==> config.mk <==
export PLATFORM = sky130hd
export DESIGN_NAME = ecc_report_agg
export DESIGN_NICKNAME = d
export VERILOG_FILES = /design/src/rtl/ecc_report_pkg.sv /design/src/rtl/ecc_report_ctrl.sv /design/src/rtl/ecc_report_dp.sv /design/src/rtl/ecc_report_agg.sv
export SDC_FILE = /design/constraint.sdc
export NUM_CORES = 1
export LEC_CHECK = 0
export BUFFER_PORTS_ARGS = -buffer_cell sky130_fd_sc_hd__buf_4
export CORE_MARGIN = 5
export CORE_UTILIZATION = 53
export CTS_BUF_LIST = sky130_fd_sc_hd__clkbuf_16
export CTS_CLUSTER_DIAMETER = 30
export DETAILED_ROUTE_END_ITERATION = 8
export PLACE_DENSITY_LB_ADDON = 0.3
export SETUP_SLACK_MARGIN = 0.3
export SLEW_MARGIN = 20
export SYNTH_ARGS = -nofsm -noshare
export SYNTH_HDL_FRONTEND = slang
export SYNTH_SLANG_ARGS = --single-unit
==> constraint.sdc <==
create_clock -name clk -period 4.1 [get_ports clk]
set_input_delay 0.205 -clock clk [delete_from_list [all_inputs] [get_ports clk]]
set_output_delay 0.205 -clock clk [all_outputs]
set_load 0.01 [all_outputs]
==> src/rtl/ecc_report_pkg.sv <==
`timescale 1ns/1ps
package ecc_report_pkg;
  localparam int REP_CNT_W = 6;
  localparam int READY_BIT = 31;
  localparam int EMPTY_BIT = 16;
  localparam int OK0_BIT   = 7;
  localparam int MAXN_LSB  = 8;
  localparam int OKN_BIT   = 15;

  typedef struct packed {
    logic clear;
    logic loadFirst;
    logic loadLater;
    logic finish;
  } aggStrobes_t;

  typedef enum logic [1:0] {
    SEL_CTRL   = 2'd0,
    SEL_XFER   = 2'd1,
    SEL_REPORT = 2'd2,
    SEL_NONE   = 2'd3
  } regSel_e;
endpackage

==> src/rtl/ecc_report_ctrl.sv <==
`timescale 1ns/1ps
module ecc_report_ctrl
  import ecc_report_pkg::*;
#(
  parameter int PKT_W = 4
) (
  input  logic             clk,
  input  logic             rstN,
  input  logic             pageStart,
  input  logic [PKT_W-1:0] pktCount,
  input  logic             resValid,
  output aggStrobes_t      strobes
);
  logic             active;
  logic [PKT_W-1:0] pktSeen;
  logic [PKT_W-1:0] target;
  logic [PKT_W-1:0] nextSeen;
  logic             accept;

  assign nextSeen = pktSeen + 1'b1;
  assign accept   = resValid && active && !pageStart;

  always_comb begin
    strobes.clear     = pageStart;
    strobes.loadFirst = accept && (pktSeen == '0);
    strobes.loadLater = accept && (pktSeen != '0);
    strobes.finish    = accept && (nextSeen == target);
  end

  always_ff @(posedge clk) begin
    if (!rstN) begin
      active  <= 1'b0;
      pktSeen <= '0;
      target  <= '0;
    end else if (pageStart) begin
      active  <= 1'b1;
      pktSeen <= '0;
      target  <= pktCount;
    end else if (accept) begin
      pktSeen <= nextSeen;
      if (nextSeen == target) active <= 1'b0;
    end
  end
endmodule

==> src/rtl/ecc_report_dp.sv <==
`timescale 1ns/1ps
module ecc_report_dp
  import ecc_report_pkg::*;
#(
  parameter int ERR_IN_W = 8
) (
  input  logic                clk,
  input  logic                rstN,
  input  aggStrobes_t         strobes,
  input  logic [ERR_IN_W-1:0] resErrCnt,
  input  logic                resDecodeOk,
  input  logic                resErased,
  output logic [31:0]         ctrlStatus,
  output logic [31:0]         xferStatus,
  output logic [31:0]         reportWord
);
  logic [REP_CNT_W-1:0] satCnt;
  logic [REP_CNT_W-1:0] firstCnt;
  logic [REP_CNT_W-1:0] laterMax;
  logic                 firstOk;
  logic                 laterOk;
  logic                 erasedAcc;
  logic                 pageEmpty;
  logic                 cmdReady;

  generate
    if (ERR_IN_W > REP_CNT_W) begin : g_sat
      localparam logic [ERR_IN_W-1:0] LIMIT_IN = ERR_IN_W'((1 << REP_CNT_W) - 1);
      assign satCnt = (resErrCnt > LIMIT_IN) ? {REP_CNT_W{1'b1}}
                                             : resErrCnt[REP_CNT_W-1:0];
    end else begin : g_ext
      assign satCnt = REP_CNT_W'(resErrCnt);
    end
  endgenerate

  always_ff @(posedge clk) begin
    if (!rstN || strobes.clear) begin
      firstCnt  <= '0;
      firstOk   <= 1'b0;
      laterMax  <= '0;
      laterOk   <= 1'b1;
      erasedAcc <= 1'b1;
      pageEmpty <= 1'b0;
      cmdReady  <= 1'b0;
    end else begin
      if (strobes.loadFirst) begin
        firstCnt <= satCnt;
        firstOk  <= resDecodeOk;
      end
      if (strobes.loadLater) begin
        if (satCnt > laterMax) laterMax <= satCnt;
        laterOk <= laterOk & resDecodeOk;
      end
      if (strobes.loadFirst || strobes.loadLater)
        erasedAcc <= erasedAcc & resErased;
      if (strobes.finish) begin
        cmdReady  <= 1'b1;
        pageEmpty <= erasedAcc & resErased;
      end
    end
  end

  always_comb begin
    ctrlStatus = '0;
    ctrlStatus[READY_BIT] = cmdReady;
    xferStatus = '0;
    xferStatus[EMPTY_BIT] = pageEmpty;
    reportWord = '0;
    reportWord[REP_CNT_W-1:0] = firstCnt;
    reportWord[OK0_BIT] = firstOk;
    reportWord[MAXN_LSB +: REP_CNT_W] = laterMax;
    reportWord[OKN_BIT] = laterOk;
  end
endmodule

==> src/rtl/ecc_report_agg.sv <==
`timescale 1ns/1ps
module ecc_report_agg
  import ecc_report_pkg::*;
#(
  parameter int PKT_W    = 4,
  parameter int ERR_IN_W = 8
) (
  input  logic                clk,
  input  logic                rstN,
  input  logic                pageStart,
  input  logic [PKT_W-1:0]    pktCount,
  input  logic                resValid,
  input  logic [ERR_IN_W-1:0] resErrCnt,
  input  logic                resDecodeOk,
  input  logic                resErased,
  input  logic [1:0]          regSel,
  output logic [31:0]         regRdata
);
  aggStrobes_t strobes;
  logic [31:0] ctrlStatus;
  logic [31:0] xferStatus;
  logic [31:0] reportWord;

  ecc_report_ctrl #(.PKT_W(PKT_W)) u_ctrl (
    .clk(clk), .rstN(rstN), .pageStart(pageStart), .pktCount(pktCount),
    .resValid(resValid), .strobes(strobes)
  );

  ecc_report_dp #(.ERR_IN_W(ERR_IN_W)) u_dp (
    .clk(clk), .rstN(rstN), .strobes(strobes), .resErrCnt(resErrCnt),
    .resDecodeOk(resDecodeOk), .resErased(resErased),
    .ctrlStatus(ctrlStatus), .xferStatus(xferStatus), .reportWord(reportWord)
  );

  always_comb begin
    case (regSel_e'(regSel))
      SEL_CTRL:   regRdata = ctrlStatus;
      SEL_XFER:   regRdata = xferStatus;
      SEL_REPORT: regRdata = reportWord;
      default:    regRdata = '0;
    endcase
  end
endmodule

# Word-level counts from Yosys, hierarchy flattened

Index checks and enable logic that the tools add are counted.

$add $sub $neg: 1
Order comparisons: 2
Eq/ne operators: 3
Multiplexer cells: 5
Bitwise gates (word level): 3
Reductions and logical operators: 17

Operators with widths:

| cell                  | count |
|---|---|
| $pmux W32 S3          | 1 |
| $gt A8 B6 Y1 const B  | 1 |
| $gt A6 B6 Y1          | 1 |
| $mux W6               | 1 |
| $logic_and A1 B1 Y1   | 5 |
| $add A4 B1 Y4 const B | 1 |
| $eq A4 B4 Y1          | 1 |
| $logic_not A4 Y1      | 1 |
| $reduce_and A2 Y1     | 2 |
| $reduce_bool A2 Y1    | 2 |
| $reduce_bool A4 Y1    | 1 |
| $mux W1               | 3 |
| $and A1 B1 Y1         | 2 |
| $eq A2 B1 Y1 const B  | 1 |
| $eq A2 B2 Y1 const B  | 1 |
| $logic_not A1 Y1      | 2 |
| $logic_not A2 Y1      | 1 |
| $logic_or A1 B1 Y1    | 2 |
| $reduce_or A2 Y1      | 1 |
| $not A1 Y1            | 1 |

Flip-flop bits (word level): 26
Input bits: 20
Word-level logic and storage cells: 41

# Logic depth before layout (Yosys ltp)

Depth in word-level cells: 5
Mapped depth: 7
Mapped depth without buffers: 6

# Cells and area by module

Synthesis repeated with hierarchy kept, for this count alone.

Cell total of the unflattened synthesis: 305
Area total of the unflattened synthesis: 2736.4 um^2

Modules (own cells, without submodules):

| module          | times used | cells an instance | area an instance (um^2) | sequential area each (um^2) |
|---|---|---|---|---|
| ecc_report_dp   | 1          | 176               | 1471.4                  | 340.3 |
| ecc_report_agg  | 1          | 77                | 787.0                   | 0.0 |
| ecc_report_ctrl | 1          | 52                | 478.0                   | 180.2 |

# Worst setup path before layout

No wires, ideal clock.

Path kind: input-to-reg
Start point: input port resErrCnt[7]
End point: register u_dp.laterMax[2]
Data arrival time: 1.717 ns
Path slack: 2.298 ns
Stages on the path: 7
Path buffers: 1
Cell sequence: or3_1 > ha_1 > nand4_1 > o21bai_1 > a31o_1 > buf_2 > a211oi_1

Cells in the longest elaborated chain, start to end: 4

RTL lines:

| item                               | RTL line             | source |
|---|---|---|
| from (decl)                        | ecc_report_agg.sv:13 | `input logic [ERR_IN_W-1:0] resErrCnt,` |
| $gt A8 B6 Y1 (*)                   | ecc_report_dp.sv:29  | `assign satCnt = (resErrCnt > LIMIT_IN) ? {REP_CNT_W{1'b1}}` |
| $mux W6 (*)                        | ecc_report_dp.sv:29  |  |
| $gt A6 B6 Y1                       | ecc_report_dp.sv:51  | `if (satCnt > laterMax) laterMax <= satCnt;` |
| $reduce_and A2 Y1 (no source line) | --                   |  |
| to (signal assigned)               | ecc_report_dp.sv:51  |  |
| to (decl)                          | ecc_report_dp.sv:19  | `logic [REP_CNT_W-1:0] laterMax;` |

Mark *: on every way between the ends. The rest lies on a longest branch, timed or not.
A chain may end at the register's enable or synchronous reset.

# Worst setup path after layout

Start point: register u_ctrl.pktSeen[0]
End point: register u_dp.pageEmpty

Cells in the longest elaborated chain, start to end: 3

RTL lines:

| item                   | RTL line              | source |
|---|---|---|
| from (decl)            | ecc_report_ctrl.sv:15 | `logic [PKT_W-1:0] pktSeen;` |
| from (signal assigned) | ecc_report_ctrl.sv:40 | `pktSeen <= nextSeen;` |
| $add A4 B1 Y4          | ecc_report_ctrl.sv:20 | `assign nextSeen = pktSeen + 1'b1;` |
| net u_ctrl.nextSeen[0] | ecc_report_ctrl.sv:17 | `logic [PKT_W-1:0] nextSeen;` |
| $eq A4 B4 Y1           | ecc_report_ctrl.sv:27 | `strobes.finish = accept && (nextSeen == target);` |
| $logic_and A1 B1 Y1    | ecc_report_ctrl.sv:27 |  |
| to (signal assigned)   | ecc_report_dp.sv:58   | `pageEmpty <= erasedAcc & resErased;` |
| to (decl)              | ecc_report_dp.sv:23   | `logic pageEmpty;` |

The timed path passes the listed nets, and every way through them passes these cells.

==> impl_metrics.csv <==
group,metric,value,unit
place,io_buffers,35,
timing,timing.setup.tns,0,ns
run,drv_cap,0,
synthesis,async_flop_share,0,%
timing,max_freq,495,MHz
pwr,leakage,0.785,nW
timing,hold_ws,0.203,ns
worst_setup_path,cp_max_fo,4,
grt,grt-ovfl-total,0,
floorplan,start_util,54.9,%
clock_tree,cts_setup_buffers,0,
clock_tree,cts_buffer_depth,2,
grt,grt_antenna_before_repair,0,
clock_tree,htreeDepth,1,
pwr,p_switching,0.120,mW
timing,layout_min_cycle_time,2.02,ns
pwr,power_density,297,nW/µm²
status,status,"complete, no violations",
finish,fillers,248,
detailed_routing,firstDrtPassIters,4,
synthesis,syn_inst,171,
timing,layout_setup_ws,2.08,ns
synthesis,syn_area,1510,µm²
clock_tree,tritoncts,"done",
clock_tree,insertion_delay,0.25,ns
grt,grt_util_all_layers,16.1,%
worst_setup_path,r2r_start,"u_ctrl.pktSeen[0]",
worst_setup_path,r2r_end,"u_dp.pageEmpty",
grt,grt_max_degree,16,
place,hpwl,2460,µm
finish,syn_to_final_growth,18.9,%
clock_tree,path_clk_slew,0.06,ns
worst_hold_path,hp-start,"resDecodeOk",
timing,period_share,49.3,%
place,placed_area,1720,µm²
floorplan,io_pins,52,
clock_tree,clockRootBuffer,"clkbuf_16",
floorplan,fp.coreArea,2760,µm²
timing,grt_setup_unrepaired,"false",
synthesis,ys_seq_area_share,34.4,%
floorplan,die-area,4020,µm²
worst_hold_path,whs_endpoint,"u_dp.firstOk",
floorplan,rows,19,
worst_setup_path,setup.worst_path.start_class,"flop",
grt,grt_pass1_vias,1205,
pwr,intPower,0.415,mW
worst_hold_path,hold_path_depth,3,
detailed_routing,wl_per_cell,13.7,µm
pwr,combPwrFrac,11.9,%
place,pre_cts_slack,1.98,ns
finish,nets,233,
grt,grt_first_pass_wirelength,5350,µm
finish,diodes,0,
detailed_routing,ant_nets,0,
worst_setup_path,crit_arrival,2.20,ns
worst_setup_path,setup.worst_path.class,"flop to flop",
pwr,pwr-share-clk,39.2,%
pwr,seqPwrFrac,48.9,%
clock_tree,cts_inserted_buffers,3,
synthesis,ys.flop_type,"dfxtp_1",
synthesis,ys_ff_latch,26,
timing,slew-limit-headroom,33.0,%
synthesis,syn_area_per_cell,8.85,µm²
detailed_routing,routed_wl,3200,µm
detailed_routing,drt_first_iter_violations,61,
detailed_routing,drc,0,
worst_setup_path,rrSetupSlack,2.08,ns
timing,fin_skew,0.000828,ns
pwr,total_power,0.534,mW
worst_setup_path,reg2reg_depth,6,
finish,stdcell_area,1800,µm²
place,routabilityCongestion,0.872,
worst_setup_path,end_kind,"flop",
pwr,switching_share,22.4,%
clock_tree,hold_buffers,0,
worst_hold_path,hold_path_class,"input pin to flop",
synthesis,netlist-cell-type-count,35,
clock_tree,ctsResizeCount,0,
floorplan,fp.dieW,63.4,µm
synthesis,synth-edff-count,0,
floorplan,die_h,63.4,µm
detailed_routing,vias_per_cell,5.08,
pwr,peakVddDrop,278,µV
clock_tree,clock_sinks,26,
finish,drive_above_1_share,21.2,%
detailed_routing,vias,1188,
timing,worst_pin_slew,1.00,ns
synthesis,ys_warn_count,0,
timing,maxSlewViolCount,0,
timing,hold_viol,0,
worst_setup_path,critical_path_required,4.28,ns
timing,setup_violations,0,
-- worst max-delay path, cell delays in order, from the launching register on --
cell,delay (ns)
dfxtp_1,0.41
inv_1,0.10
ha_1,0.35
xnor2_1,0.21
o211ai_2,0.12
a2111oi_2,0.51
mux2i_1,0.24
-- registers in the layout (all words and copies together), names as in the netlist --
name and count:
u_dp.firstCnt 6, u_dp.laterMax 6, u_ctrl.pktSeen 4, u_ctrl.target 4
u_ctrl.active 1, u_dp.cmdReady 1, u_dp.erasedAcc 1, u_dp.firstOk 1
u_dp.laterOk 1, u_dp.pageEmpty 1
-- metrics by stage --
| stage | utilization [%] | instances |
|---|---|---|
| finish | 65.2 | 234 |
| global route | 65.2 | 234 |
| CTS | 65.2 | 234 |
| detailed placement | 62.5 | 231 |
| global placement | 62.5 | 231 |
| floorplan | - | 186 |
-- cells in the final DEF (no fill, tap or decap), types with 2 or more instances in the layout --
cell and instances:
a211oi_1 2, a21oi_1 3, and2_1 14, buf_4 35, clkbuf_16 3, conb_1 16, dfxtp_1 26, ha_1 8
inv_1 7, mux2i_1 16, nand2_1 17, nand2b_1 2, nand3_1 5, nor2_1 11, nor2b_1 7, o21ai_0 4
or3_1 6, xnor2_1 5, xor2_1 2
-- cell usage after synthesis (2+ instances only) --
library cell	count	share of area (%)
o21ai_0	4	1.3
or3_1	6	2.5
mux2i_1	16	11
a21oi_1	3	0.99
xnor2_1	5	2.9
nor2_1	11	2.7
buf_4	16	7.9
nand2_1	17	4.2
a211oi_1	2	0.99
xor2_1	2	1.2
nand3_1	5	1.7
clkbuf_1	3	0.74
dfxtp_1	26	34
nand2b_1	2	0.83
and2_1	14	5.8
ha_1	8	6.6
nor2b_1	7	2.9
inv_1	7	1.7
-- routing by layer --
layer / GRT usage (%) / vias up / share of wire [%]
met4: 5.19 / 0 / 1.6
met2: 28.3 / 35 / 50
met5: 0 / - / 0
met1: 18.8 / 546 / 42
met3: 4.26 / 6 / 6.2
li1: - / 601 / -
-- cell type report --
type / instances / area, µm² / area share [%]
timing repair buffer: 35 / 263 / 14.6
multi-input combinational: 132 / 875 / 48.6
inverter: 7 / 26.3 / 1.46
clock buffer: 3 / 75.1 / 4.18
tap: 31 / 38.8 / 2.16
sequential: 26 / 520 / 28.9
-- power groups by stage --
stage / Combinational, mW / Sequential, mW / Clock (mW)
3_5_place_dp: 0.0629 / 0.267 / 0
4_1_cts: 0.0633 / 0.261 / 0.212
3_3_place_gp: 0.0607 / 0.267 / 0
5_1_grt: 0.0708 / 0.262 / 0.224
2_1_floorplan: 0.0510 / 0.266 / 0
6_report: 0.0636 / 0.261 / 0.210
-- worst max-delay path by stage --
stage                                 start          endpoint  slack (ns)  cells after the start
after floorplan                resErrCnt[7]  u_dp.laterMax[2]        2.30                      7
after global placement         resErrCnt[7]  u_dp.laterMax[0]        2.11                      7
after detailed placement       resErrCnt[7]  u_dp.laterMax[3]        1.98                      7
after CTS                 u_ctrl.pktSeen[0]    u_dp.pageEmpty        2.10                      6
after global routing      u_ctrl.pktSeen[0]    u_dp.pageEmpty        2.02                      6
final                     u_ctrl.pktSeen[0]    u_dp.pageEmpty        2.08                      6
-- cells by family (layout without fill, tap and decap cells) --
logic type / count (synthesis) / count (layout) / share of synthesized area (%)
and+or+nand+nor: 68 / 68 / 24.3
buffers and inverters: 28 / 45 / 11.5
DFF: 26 / 26 / 34.4
AOI/OAI and AO/OA: 17 / 17 / 8.27
muxes: 16 / 16 / 10.6
adders and majority gates: 8 / 8 / 6.62
xor gates and xnor gates: 7 / 7 / 4.05
other: 1 / 16 / 0.248
Note: power is estimated with default switching activity, not from simulation.
